--- src/rtl/hpwr_cfg_pkg.sv ---
package hpwr_cfg_pkg;
  localparam int CLS_W = 3;
  localparam int POL_W = 4;
  localparam logic [POL_W-1:0] POL_ON_CODE   = 4'h0;
  localparam logic [POL_W-1:0] POL_OFF_CODE  = 4'hF;
  localparam logic [POL_W-1:0] POL_AUTO_CODE = 4'h8;
  localparam logic [CLS_W-1:0] CLS_HIGH      = 3'd4;
  localparam int POL_BASE_ADDR = 1;
endpackage

--- src/rtl/hpwr_ms_tick.sv ---
module hpwr_ms_tick #(
  parameter int CLK_PER_MS = 200000
) (
  input  logic clk,
  input  logic rst,
  output logic tick
);
  localparam int CW = (CLK_PER_MS > 1) ? $clog2(CLK_PER_MS) : 1;
  logic [CW-1:0] cnt;

  always_ff @(posedge clk) begin
    if (rst) begin
      cnt  <= '0;
      tick <= 1'b0;
    end else if (cnt == CW'(CLK_PER_MS - 1)) begin
      cnt  <= '0;
      tick <= 1'b1;
    end else begin
      cnt  <= cnt + 1'b1;
      tick <= 1'b0;
    end
  end
endmodule

--- src/rtl/hpwr_port_slice.sv ---
module hpwr_port_slice
  import hpwr_cfg_pkg::*;
#(
  parameter int WIN_MS   = 5,
  parameter int TLIM_W   = 4,
  parameter logic [TLIM_W-1:0] TLIM_NOM = 4'h3
) (
  input  logic              clk,
  input  logic              rst,
  input  logic              ms_tick,
  input  logic              mode_wr,
  input  logic              mode_wbit,
  input  logic              pol_wr,
  input  logic [POL_W-1:0]  pol_wdata,
  input  logic              inrush_done,
  input  logic              pb_on,
  input  logic [CLS_W-1:0]  det_cls,
  input  logic              ilim_over,
  input  logic              icut_over,
  input  logic              icut_en,
  input  logic [TLIM_W-1:0] tlim_prog,
  output logic              mode,
  output logic [POL_W-1:0]  police,
  output logic [TLIM_W-1:0] tlim_sel,
  output logic              flt_start,
  output logic              ilim_boost
);
  localparam int MW = (WIN_MS > 1) ? $clog2(WIN_MS + 1) : 1;

  logic          inrush_q;
  logic          win_open;
  logic [MW-1:0] ms_cnt;
  logic          rise;
  logic          auto_go;
  logic          turn_on;
  logic          turn_off;

  assign rise     = inrush_done & ~inrush_q;
  assign auto_go  = (win_open | rise) & inrush_done & pb_on & (det_cls == CLS_HIGH);
  assign turn_on  = mode_wr &  mode_wbit & ~mode;
  assign turn_off = mode_wr & ~mode_wbit &  mode;

  // Automatic-update window, counted in millisecond ticks from inrush end
  always_ff @(posedge clk) begin
    if (rst) begin
      inrush_q <= 1'b0;
      win_open <= 1'b0;
      ms_cnt   <= '0;
    end else begin
      inrush_q <= inrush_done;
      if (!inrush_done || auto_go) begin
        win_open <= 1'b0;
        ms_cnt   <= '0;
      end else if (rise) begin
        win_open <= 1'b1;
        ms_cnt   <= '0;
      end else if (win_open && ms_tick) begin
        if (ms_cnt == MW'(WIN_MS - 1)) begin
          win_open <= 1'b0;
          ms_cnt   <= '0;
        end else begin
          ms_cnt <= ms_cnt + 1'b1;
        end
      end
    end
  end

  // Enable bit: bus write wins over the automatic update
  always_ff @(posedge clk) begin
    if (rst)          mode <= 1'b0;
    else if (mode_wr) mode <= mode_wbit;
    else if (auto_go) mode <= 1'b1;
  end

  // Police code: bus write, then enable-edge side effect, then auto load
  always_ff @(posedge clk) begin
    if (rst)                      police <= POL_OFF_CODE;
    else if (pol_wr)              police <= pol_wdata;
    else if (turn_on)             police <= POL_ON_CODE;
    else if (turn_off)            police <= POL_OFF_CODE;
    else if (auto_go && !mode_wr) police <= POL_AUTO_CODE;
  end

  always_ff @(posedge clk) begin
    if (rst) begin
      tlim_sel   <= TLIM_NOM;
      flt_start  <= 1'b0;
      ilim_boost <= 1'b0;
    end else begin
      tlim_sel   <= mode ? tlim_prog : TLIM_NOM;
      flt_start  <= ilim_over | (icut_en & icut_over);
      ilim_boost <= mode & inrush_done;
    end
  end
endmodule

--- src/rtl/hpwr_port_cfg.sv ---
module hpwr_port_cfg
  import hpwr_cfg_pkg::*;
#(
  parameter int NPORT      = 4,
  parameter int ADDR_W     = 2,
  parameter int TLIM_W     = 4,
  parameter logic [TLIM_W-1:0] TLIM_NOM = 4'h3,
  parameter int WIN_MS     = 5,
  parameter int CLK_PER_MS = 200000
) (
  input  logic                     clk,
  input  logic                     rst,
  input  logic                     bus_wr,
  input  logic                     bus_rd,
  input  logic [ADDR_W-1:0]        bus_addr,
  input  logic [7:0]               bus_wdata,
  output logic [7:0]               rd_data,
  input  logic [NPORT-1:0]         inrush_done,
  input  logic [NPORT-1:0]         pb_on,
  input  logic [CLS_W*NPORT-1:0]   det_cls,
  input  logic [NPORT-1:0]         ilim_over,
  input  logic [NPORT-1:0]         icut_over,
  input  logic [NPORT-1:0]         icut_en,
  input  logic [TLIM_W*NPORT-1:0]  tlim_prog,
  output logic [NPORT-1:0]         mode_en,
  output logic                     tpon_en,
  output logic [POL_W*NPORT-1:0]   police,
  output logic [TLIM_W*NPORT-1:0]  tlim_sel,
  output logic [NPORT-1:0]         flt_start,
  output logic [NPORT-1:0]         ilim_boost
);
  localparam int PAD_W     = 8 - 1 - NPORT;
  localparam int POL_PER_B = 8 / POL_W;
  localparam int MODE_LSB  = 8 - NPORT;

  logic       ms_tick;
  logic       mode_wr;
  logic [7:0] rd_next;

  assign mode_wr = bus_wr && (bus_addr == ADDR_W'(0));

  hpwr_ms_tick #(.CLK_PER_MS(CLK_PER_MS)) u_tick (
    .clk (clk),
    .rst (rst),
    .tick(ms_tick)
  );

  for (genvar p = 0; p < NPORT; p++) begin : g_port
    localparam int PADDR = POL_BASE_ADDR + p / POL_PER_B;
    localparam int PLSB  = (p % POL_PER_B) * POL_W;
    logic pol_wr;
    assign pol_wr = bus_wr && (bus_addr == ADDR_W'(PADDR));

    hpwr_port_slice #(
      .WIN_MS  (WIN_MS),
      .TLIM_W  (TLIM_W),
      .TLIM_NOM(TLIM_NOM)
    ) u_slice (
      .clk        (clk),
      .rst        (rst),
      .ms_tick    (ms_tick),
      .mode_wr    (mode_wr),
      .mode_wbit  (bus_wdata[MODE_LSB + p]),
      .pol_wr     (pol_wr),
      .pol_wdata  (bus_wdata[PLSB +: POL_W]),
      .inrush_done(inrush_done[p]),
      .pb_on      (pb_on[p]),
      .det_cls    (det_cls[p*CLS_W +: CLS_W]),
      .ilim_over  (ilim_over[p]),
      .icut_over  (icut_over[p]),
      .icut_en    (icut_en[p]),
      .tlim_prog  (tlim_prog[p*TLIM_W +: TLIM_W]),
      .mode       (mode_en[p]),
      .police     (police[p*POL_W +: POL_W]),
      .tlim_sel   (tlim_sel[p*TLIM_W +: TLIM_W]),
      .flt_start  (flt_start[p]),
      .ilim_boost (ilim_boost[p])
    );
  end

  always_ff @(posedge clk) begin
    if (rst)          tpon_en <= 1'b0;
    else if (mode_wr) tpon_en <= bus_wdata[0];
  end

  always_comb begin
    rd_next = '0;
    if (bus_addr == ADDR_W'(0)) begin
      rd_next = {mode_en, {PAD_W{1'b0}}, tpon_en};
    end else begin
      for (int p = 0; p < NPORT; p++) begin
        if (bus_addr == ADDR_W'(POL_BASE_ADDR + p / POL_PER_B))
          rd_next[(p % POL_PER_B)*POL_W +: POL_W] = police[p*POL_W +: POL_W];
      end
    end
  end

  always_ff @(posedge clk) begin
    if (rst)         rd_data <= '0;
    else if (bus_rd) rd_data <= rd_next;
  end
endmodule

--- config.mk ---
export PLATFORM = sky130hd
export DESIGN_NAME = hpwr_port_cfg
export DESIGN_NICKNAME = d
export VERILOG_FILES = /design/src/rtl/hpwr_cfg_pkg.sv /design/src/rtl/hpwr_ms_tick.sv /design/src/rtl/hpwr_port_slice.sv /design/src/rtl/hpwr_port_cfg.sv
export SDC_FILE = /design/constraint.sdc
export NUM_CORES = 1
export LEC_CHECK = 0
export ABC_AREA = 1
export ABC_CLOCK_PERIOD_IN_PS = 3500
export BUFFER_PORTS_ARGS = -buffer_cell sky130_fd_sc_hd__buf_2
export CORE_ASPECT_RATIO = 1.75
export CORE_UTILIZATION = 25
export CTS_BUF_LIST = sky130_fd_sc_hd__clkbuf_16
export CTS_CLUSTER_SIZE = 40
export DETAILED_ROUTE_END_ITERATION = 12
export MAX_ROUTING_LAYER = met4
export PLACE_DENSITY = 0.51
export SKIP_CTS_REPAIR_TIMING = 1
export SYNTH_ARGS = -nofsm -noshare
export SYNTH_HDL_FRONTEND = slang
export SYNTH_SLANG_ARGS = --single-unit
--- constraint.sdc ---
create_clock -name clk -period 3.5 [get_ports clk]
set_clock_uncertainty 0.1 [all_clocks]
set_input_delay 0.35 -clock clk [delete_from_list [all_inputs] [get_ports clk]]
set_output_delay 0.35 -clock clk [all_outputs]
set_load 0.03 [all_outputs]
==> results list <==
- Cell depth of the worst min-delay path: 2
* Fin util: 32.1%
- Run status: complete, no violations
* CP Capture Type: flop
* Reg2Reg Setup Slack: 1.92 ns
- For this design, the sink count on the clock tree is 92.
- Sum Neg Setup Slack: 0 ns
- At the worst endpoint, the arrival time is 1.97 ns.
- The worst setup path is launched from a primary input.
- TritonCTS built the clock tree.
* Post-Syn Nets: 632
- Synth async-reset ratio: 0%
- Yosys Warn Count: 0
- Wire length reported by the detailed router: 11300 µm
- After detailed routing, the number of remaining DRC violations is 0.
- In this run the power density over the cells is 471 nW/µm².
- Part of the Yosys area used for sequential elements: 43.6%
- Maximum VDD drop: 0.199 mV
- From left edge to right edge, the die measures 100 µm.
* Number of distinct library cells after synthesis: 37
- Full die area: 17500 µm²
* Vertical die dimension: 174 µm
- Broken down by cell family, the worst path's largest delay share belongs to buffers and inverters.
* Core region area: 16400 µm²
- At the pin with the least slew margin, the transition time is 0.636 ns.
- Dividing the detail-routed via count by the number of cells gives 4.25.
- Rel. slew slack: 57.6%
* Stages on worst setup path: 4
- Clock insertion delay at the later pin of the skew report: 0.35 ns
* Category of the critical setup timing path: in -> reg
- Final Slew Violations: 0
- GRT met2 Usage: 24.6%
- Cell area after synthesis: 4230 µm²
* Clk root buf: clkbuf_16
- Count of nets left with antenna violations after detail routing: 0
- Peak-usage layer in the global routing report: met2
- Relative to the synthesized area, the layout overhead comes to 24.6%.
- Reg clk slew, reported paths: 0.07 ns
- Min cycle time layout: 1.84 ns
* Grt met1 use: 15.0%
- After the first detailed-routing iteration, the DRC count stood at 145.
- Synth Area per Inst: 7.54 µm²
* Buffering stage count on the worst path with inverters included: 2
* Max capacitance violation total: 0
- Cell-by-cell listing of the critical path: buf_2, clkinv_1, nand2_4, nor2_1
- In the synthesized netlist the dominant register cell turns out to be dfxtp_1.
- Total number of vias: 3800
- The final-report hold violation count is 0.
- Ratio of cells with drive above 1 in the final layout: 25.8%
* Initial antenna violation count: 0
- Setup repair after global routing left no endpoint under its margin.
- Ratio of final minimum period to clock period: 52.7%
* Placer's final routability congestion estimate: 0.828
- Nets@finish: 737
- Worst hold path class: in -> reg
* I/O Pins: 115
- Std cell rows: 62
- For the worst flop-to-flop path, the logic depth is 6.
* Number of CTS-inserted buffers: 9
- The synthesized design contains 92 register bits.
* Max FO, Critical Path: 30
* Maximum clock path buffer count: 2
- dfxtp_1 takes more of the synthesized area than any other cell.
- Global routing used 2.81% of the available met3 tracks.
- Starting utilization of the core area: 25.7%
* Maximum number of pins on one net before global-route repair: 31
* Slowest cell on the critical path: clkinv_1
- First-pass GRT wire length: 18100 µm
- By area the synthesized netlist is led by dfxtp_1 (44%), nand2_1 (9.3%), inv_1 (6.6%).
- Area share of the largest cell type after synthesis: 43.6%
- Across every metal layer, demand over resource in global routing totals 13.9%.
* Leak: 2.37 nW
* Synthesized instance count: 561
- Counting flops with a built-in enable in the synthesized netlist gives 0.
- Vias in the first global route: 3621
- The repair_antennas step left the layout with diodes totalling 0.
- Maximum clock rate: 543 MHz
- Fill cell count: 1856
- Htree depth: 3
- Final setup violating endpoints: 0
- Drt pass-1 iters: 4
- Max incr delay on CP: 0.64 ns
* Required time at the worst-slack endpoint: 3.63 ns
* Routed length per instance: 12.6 µm
- Detailed placement HPWL: 8980 µm
* Remaining global-route overflow: 0
- Input and output buffers added on the ports amount to 114.
==> final cells by class <==
type                            count  area, µm²  share of cell area, %
Sequential cell                    92       1840                   34.9
Multi-Input combinational cell    373       1960                   37.2
Clock inverter                      7        106                   2.02
Tap cell                          224        280                   5.32
Clock buffer                        9        225                   4.27
Timing Repair Buffer              114        571                   10.8
Inverter                           76        285                   5.41
==> metrics by stage <==
step | area (µm²) | hold slack [ns] | instances | setup WS, ns | power [W]
finish | 5270 | 0.0838 | 895 | 1.66 | 0.00248
global route | 5270 | 0.0722 | 895 | 1.51 | 0.00259
CTS | 5270 | 0.0680 | 895 | 1.60 | 0.00253
detailed placement | 4940 | 0.375 | 879 | 1.23 | 0.00143
global placement | 4940 | 0.366 | 879 | 1.26 | 0.00143
floorplan | 4230 | 0.340 | 561 | 2.07 | 0.00133
==> sequential cells by signal (all words and copies together), names as in the netlist, 4 cells and up <==
register                   cells
u_tick.cnt                    18
g_port.u_slice.police         16
g_port.u_slice.tlim_sel       16
g_port.u_slice.ms_cnt         12
rd_data                        8
g_port.u_slice.flt_start       4
g_port.u_slice.ilim_boost      4
g_port.u_slice.inrush_q        4
g_port.u_slice.mode            4
g_port.u_slice.win_open        4
==> layout by cell type, fill, tap and decap left out, types with 2 or more instances in the layout <==
| cell type | instances |
|---|---|
| nand3_1 | 48 |
| nor2_4 | 5 |
| nand4_1 | 2 |
| buf_2 | 114 |
| nor2_2 | 9 |
| a31oi_1 | 8 |
| dfxtp_1 | 92 |
| or2_2 | 8 |
| bufinv_16 | 2 |
| o211ai_1 | 2 |
| nor2_1 | 67 |
| inv_6 | 2 |
| xor2_1 | 6 |
| xnor2_1 | 5 |
| nand3_2 | 3 |
| ha_1 | 9 |
| a21oi_1 | 30 |
| inv_1 | 74 |
| nand4_2 | 3 |
| clkinv_4 | 2 |
| clkbuf_16 | 9 |
| clkinv_1 | 2 |
| nand2_2 | 5 |
| nand2_4 | 4 |
| nor3_1 | 24 |
| a31o_2 | 2 |
| nand2_1 | 105 |
| nand3b_1 | 3 |
| o21ai_0 | 17 |
==> kinds of logic (layout without fill, tap and decap cells) <==
kind of cell / after synthesis / in the layout / share of synthesized area [%]
fa+ha+maj: 9 / 9 / 2.66
xor+xnor: 11 / 11 / 2.28
simple gates: 290 / 290 / 33.2
flops: 92 / 92 / 43.6
compound gates: 63 / 63 / 8.28
buf+inv: 96 / 206 / 10.1
==> path summary, 6_finish.rpt <==
check | start | end
max | rst | u_tick.cnt[8]$_SDFF_PP0_
min | tlim_prog[12] | g_port[3].u_slice.tlim_sel[0]$_SDFF_PP1_
max reg2reg | u_tick.cnt[0]$_SDFF_PP0_ | u_tick.cnt[8]$_SDFF_PP0_
min reg2reg | u_tick.cnt[0]$_SDFF_PP0_ | u_tick.cnt[0]$_SDFF_PP0_
==> cell usage after synthesis, drive strengths merged, types with 2 or more instances <==
master	n
a21oi	30
a31o	2
a31oi	8
buf	17
clkbuf	3
clkinv	2
dfxtp	92
ha	9
inv	74
nand2	114
nand3	52
nand3b	3
nand4	6
nor2	81
nor3	25
o211ai	2
o21ai	18
or2	9
xnor2	5
xor2	6
==> layer usage <==
metal	part of all wire [%]	up-vias
met4	2.2	0
met2	53	75
met1	41	1714
met5	0	-
li1	-	1997
met3	3.8	14
==> report_power, final <==
part / internal (W) / switching (W)
clock: 0.000639 / 0.000443
combinational: 0.0000924 / 0.000191
sequential: 0.00109 / 0.0000292
total: 0.00182 / 0.000663
No activity file was read; power rests on OpenSTA's default activity.
